===== src/rtl/uart_irq_pkg.sv =====
package uart_irq_pkg;
  localparam int NUM_LVL = 7;
  localparam int CODE_W  = 6;
  localparam logic [CODE_W-1:0] CODE_IDLE = 6'b000001;

  typedef enum logic [2:0] {
    LVL_LINE  = 3'd0,
    LVL_RXTO  = 3'd1,
    LVL_RXRDY = 3'd2,
    LVL_TXRDY = 3'd3,
    LVL_MODEM = 3'd4,
    LVL_XOFF  = 3'd5,
    LVL_FLOW  = 3'd6
  } lvl_e;

  function automatic logic [CODE_W-1:0] lvl_code(input int idx);
    case (idx)
      0:       return 6'b000110;
      1:       return 6'b001100;
      2:       return 6'b000100;
      3:       return 6'b000010;
      4:       return 6'b000000;
      5:       return 6'b010000;
      6:       return 6'b100000;
      default: return CODE_IDLE;
    endcase
  endfunction
endpackage


===== src/rtl/uirq_enable.sv =====
module uirq_enable #(
  parameter int IER_W = 8
) (
  input  logic               clk,
  input  logic               rst_n,
  input  logic               we,
  input  logic [IER_W-1:0]   wdata,
  input  logic               enh_en,
  output logic [IER_W/2-1:0] base_en,
  output logic [IER_W/2-1:0] ext_en
);
  localparam int HALF = IER_W / 2;

  logic [IER_W-1:0] ier_q;

  always_ff @(posedge clk or negedge rst_n) begin
    if (!rst_n)  ier_q <= '0;
    else if (we) ier_q <= wdata;
  end

  assign base_en = ier_q[HALF-1:0];
  assign ext_en  = enh_en ? ier_q[IER_W-1:HALF] : '0;
endmodule


===== src/rtl/uirq_sticky.sv =====
module uirq_sticky (
  input  logic clk,
  input  logic rst_n,
  input  logic set_evt,
  input  logic clr_evt,
  output logic q
);
  always_ff @(posedge clk or negedge rst_n) begin
    if (!rst_n)       q <= 1'b0;
    else if (set_evt) q <= 1'b1;
    else if (clr_evt) q <= 1'b0;
  end
endmodule


===== src/rtl/uirq_tx_arm.sv =====
module uirq_tx_arm (
  input  logic clk,
  input  logic rst_n,
  input  logic tx_empty,
  input  logic thr_write,
  input  logic isr_rd,
  input  logic reported,
  output logic pend,
  output logic arm_evt
);
  logic empty_q;
  logic clr_evt;

  assign arm_evt = tx_empty & ~empty_q;
  assign clr_evt = thr_write | (isr_rd & reported);

  always_ff @(posedge clk or negedge rst_n) begin
    if (!rst_n) begin
      empty_q <= 1'b0;
      pend    <= 1'b0;
    end else begin
      empty_q <= tx_empty;
      if (arm_evt)      pend <= 1'b1;
      else if (clr_evt) pend <= 1'b0;
    end
  end
endmodule


===== src/rtl/uirq_prio.sv =====
module uirq_prio
  import uart_irq_pkg::*;
(
  input  logic [NUM_LVL-1:0] act,
  output logic [CODE_W-1:0]  code,
  output logic [NUM_LVL-1:0] sel
);
  always_comb begin
    code = CODE_IDLE;
    sel  = '0;
    for (int i = NUM_LVL - 1; i >= 0; i--) begin
      if (act[i]) begin
        code   = lvl_code(i);
        sel    = '0;
        sel[i] = 1'b1;
      end
    end
  end
endmodule


===== src/rtl/uart_irq_ident.sv =====
module uart_irq_ident
  import uart_irq_pkg::*;
#(
  parameter int IER_W  = 8,
  parameter int FIFO_W = 2
) (
  input  logic              clk,
  input  logic              rst_n,
  input  logic              ier_we,
  input  logic [IER_W-1:0]  ier_wdata,
  input  logic              enh_en,
  input  logic              rx_ready,
  input  logic              rx_timeout,
  input  logic              tx_empty,
  input  logic              thr_write,
  input  logic              line_evt,
  input  logic              line_rd,
  input  logic              modem_evt,
  input  logic              modem_rd,
  input  logic              xoff_evt,
  input  logic              xoff_clr,
  input  logic              rts_evt,
  input  logic              cts_evt,
  input  logic              flow_clr,
  input  logic              isr_rd,
  input  logic [FIFO_W-1:0] fifo_stat,
  output logic [CODE_W+FIFO_W-1:0] isr_rdata,
  output logic              irq,
  output logic              sleep_req
);
  localparam int HALF     = IER_W / 2;
  localparam int N_STICKY = 5;
  localparam int S_LINE = 0, S_MODEM = 1, S_XOFF = 2, S_RTS = 3, S_CTS = 4;

  logic [HALF-1:0]     base_en, ext_en;
  logic [N_STICKY-1:0] st_set, st_clr, st_q;
  logic [NUM_LVL-1:0]  act, sel;
  logic [CODE_W-1:0]   code;
  logic                thre_q, tx_arm_evt, lsr_q;

  uirq_enable #(.IER_W(IER_W)) u_en (
    .clk(clk), .rst_n(rst_n), .we(ier_we), .wdata(ier_wdata),
    .enh_en(enh_en), .base_en(base_en), .ext_en(ext_en)
  );

  assign st_set = {cts_evt, rts_evt, xoff_evt, modem_evt, line_evt};
  assign st_clr = {flow_clr, flow_clr, xoff_clr, modem_rd, line_rd};

  for (genvar g = 0; g < N_STICKY; g++) begin : g_sticky
    uirq_sticky u_lat (
      .clk(clk), .rst_n(rst_n), .set_evt(st_set[g]),
      .clr_evt(st_clr[g]), .q(st_q[g])
    );
  end

  assign lsr_q = st_q[S_LINE];

  uirq_tx_arm u_tx (
    .clk(clk), .rst_n(rst_n), .tx_empty(tx_empty), .thr_write(thr_write),
    .isr_rd(isr_rd), .reported(sel[LVL_TXRDY]), .pend(thre_q),
    .arm_evt(tx_arm_evt)
  );

  always_comb begin
    act            = '0;
    act[LVL_LINE]  = st_q[S_LINE]  & base_en[2];
    act[LVL_RXTO]  = rx_timeout    & base_en[0];
    act[LVL_RXRDY] = rx_ready      & base_en[0];
    act[LVL_TXRDY] = thre_q        & base_en[1];
    act[LVL_MODEM] = st_q[S_MODEM] & base_en[3];
    act[LVL_XOFF]  = st_q[S_XOFF]  & ext_en[1];
    act[LVL_FLOW]  = (st_q[S_RTS] & ext_en[2]) | (st_q[S_CTS] & ext_en[3]);
  end

  uirq_prio u_prio (.act(act), .code(code), .sel(sel));

  assign isr_rdata = {fifo_stat, code};
  assign irq       = ~code[0];
  assign sleep_req = ext_en[0];
endmodule


===== config.mk =====
export PLATFORM = sky130hd
export DESIGN_NAME = uart_irq_ident
export DESIGN_NICKNAME = d
export VERILOG_FILES = /design/src/rtl/uart_irq_pkg.sv /design/src/rtl/uirq_enable.sv /design/src/rtl/uirq_sticky.sv /design/src/rtl/uirq_tx_arm.sv /design/src/rtl/uirq_prio.sv /design/src/rtl/uart_irq_ident.sv
export SDC_FILE = /design/constraint.sdc
export NUM_CORES = 1
export LEC_CHECK = 0
export ABC_AREA = 1
export BUFFER_PORTS_ARGS = -buffer_cell sky130_fd_sc_hd__buf_2
export CAP_MARGIN = 10
export CORE_ASPECT_RATIO = 1.25
export CORE_MARGIN = 2
export CORE_UTILIZATION = 40
export DETAILED_ROUTE_END_ITERATION = 7
export PLACE_DENSITY = 0.69
export SLEW_MARGIN = 15
export SYNTH_ARGS = -nofsm -noshare
export SYNTH_HDL_FRONTEND = slang
export SYNTH_HIERARCHICAL = 1
export SYNTH_SLANG_ARGS = --single-unit

===== constraint.sdc =====
create_clock -name clk -period 2.6 [get_ports clk]
set_input_delay 0.13 -clock clk [delete_from_list [all_inputs] [get_ports clk]]
set_output_delay 0.13 -clock clk [all_outputs]
set_load 0.03 [all_outputs]

==> reports/metrics.yaml <==
tightest_slew_ns: 0.328
die_area_mm2: 0.00241
io_buffers: 33
cts_buffers: 3
cts.repair.resized: 0
cts_tree: "done"
clockRootBuffer: "clkbuf_4"
slew_violations: 0
clk_latency_ns: 0.27
rows: 18
hold_class: "in -> reg"
hold_violations: 0
first_iter_violations: 24
track_usage: 0.138
fin_skew_ns: 0.00500
rsz0062_at_grt: "false"
final_common_cell: "nand2_1"
drive_gt1_frac: 0.297
cp_max_fo: 2
required_ns: 2.47
maxCapViolCount: 0
antenna_cells: 0
fmax_mhz: 663
dpl_cell_area_um2: 947
design_area_um2: 993
gp_congestion: 0.701
grt_antenna_before_repair: 0
setup_tns_ns: 0
max-vdd-ir-drop_mv: 0.272
final_cell_mix: "nand2_1 (53), buf_2 (33), inv_1 (25), dfrtp_1 (15), nor2_1 (6)"
slew-limit-headroom: 0.781
design.core.area_mm2: 0.00196
leakagePower_uw: 0.000671
syn_avg_cell_area_um2: 7.01
die_h_um: 54.4
setup_viol: 0
grt_pass1_vias: 622
wl_mm: 1.47
final_antenna_net_count: 0
grt_first_pass_wirelength_mm: 2.37
htreeDepth: 1
syn-instance-count: 116
power.density_mw_per_mm2: 513
status: "completed"
ios: 38
clk_pin_slew_ns: 0.08
die_w_um: 44.3
dp_hpwl_mm: 1.18
end_kind: "output pin"
max-clock-path-buffers: 2
period_minus_slack_ns: 1.51
areaGrowthSynthToFinish_pct: 22.2
firstDrtPassIters: 4
yosys_warnings: 6
wl_per_cell_um: 8.73
crit_path_start_kind: "flip-flop"
via_per_inst: 4.15
initial_utilization: 0.415
period_share: 0.580
clock_sinks: 15
fin_nets: 177
netlist_area_um2: 813
vias: 698
utilization: 0.507
cp.arrival_ns: 1.38
overflow: 0
syn-num-nets: 144
drc_errors: 0
worstSetupPathType: "reg -> out"
grt_max_degree: 16
-- per-layer routing --
| metal | vias up | wire (um) | GRT usage |
|---|---|---|---|
| met1 | 291 | 600 | 0.156 |
| met5 | - | 0 | 0 |
| met4 | 0 | 17 | 0.0909 |
| met3 | 2 | 86 | 0.0231 |
| li1 | 383 | - | - |
| met2 | 22 | 761 | 0.240 |
-- layout make-up --
| type | count | area [um^2] |
|---|---|---|
| Clock buffer | 4 | 26.3 |
| Fill cell | 203 | 966 |
| Inverter | 29 | 109 |
| Multi-Input combinational cell | 65 | 273 |
| Sequential cell | 15 | 375 |
| Tap cell | 20 | 25.0 |
| Timing Repair Buffer | 35 | 185 |
-- final timing paths --
kind	depth (start not counted)	to	slack [ns]	start
min reg2reg	2	u_en/ier_q[5]$_DFFE_PN0P_	0.48	u_en/ier_q[5]$_DFFE_PN0P_
max in group asynchronous	2	u_en/ier_q[1]$_DFFE_PN0P_	2.08	rst_n
min	3	g_sticky[2].u_lat/q$_DFFE_PN0P_	0.03	xoff_evt
max reg2reg	8	u_tx/pend$_DFFE_PN0P_	1.55	u_en/ier_q[0]$_DFFE_PN0P_
min in group asynchronous	2	u_tx/pend$_DFFE_PN0P_	0.27	rst_n
max	9	irq	1.09	u_en/ier_q[6]$_DFFE_PN0P_
-- state kept, by name, indices dropped and copies added, names as in the netlist --
register,count
u_tx/pend,1
u_tx/empty_q,1
g_sticky.u_lat/q,5
u_en/ier_q,8
-- worst max-delay path, cell delays in order (launching register included) --
cell	delay (ns)
dfrtp_1	0.40
nand2_1	0.07
inv_1	0.04
nand2_1	0.05
nand2_1	0.06
nor2_1	0.10
nand2_1	0.06
nor2_1	0.12
inv_1	0.04
buf_2	0.17
-- through the flow --
step	instances	total power (uW)	hold slack, ns	setup slack (ns)
2_1_floorplan	116	357	-0.166	0.920
3_3_place_gp	162	383	0.0433	1.45
3_5_place_dp	162	386	0.0459	1.41
4_1_cts	168	514	0.0291	1.09
5_1_grt	168	546	0.0251	0.943
6_report	168	509	0.0311	1.09
-- what timing repair did --
action,CTS,global route
hold buffers,2,0
hold endpoints to repair,16,0
setup endpoints to repair,0,0
setup buffers,0,0
-- report_power, final --
group	internal, uW	leakage, uW	switching (uW)
clock	59.4	0.0000150	67.2
sequential	252	0.000175	10.5
combinational	45.2	0.000481	75.6
No activity file was read; power rests on OpenSTA's default activity.
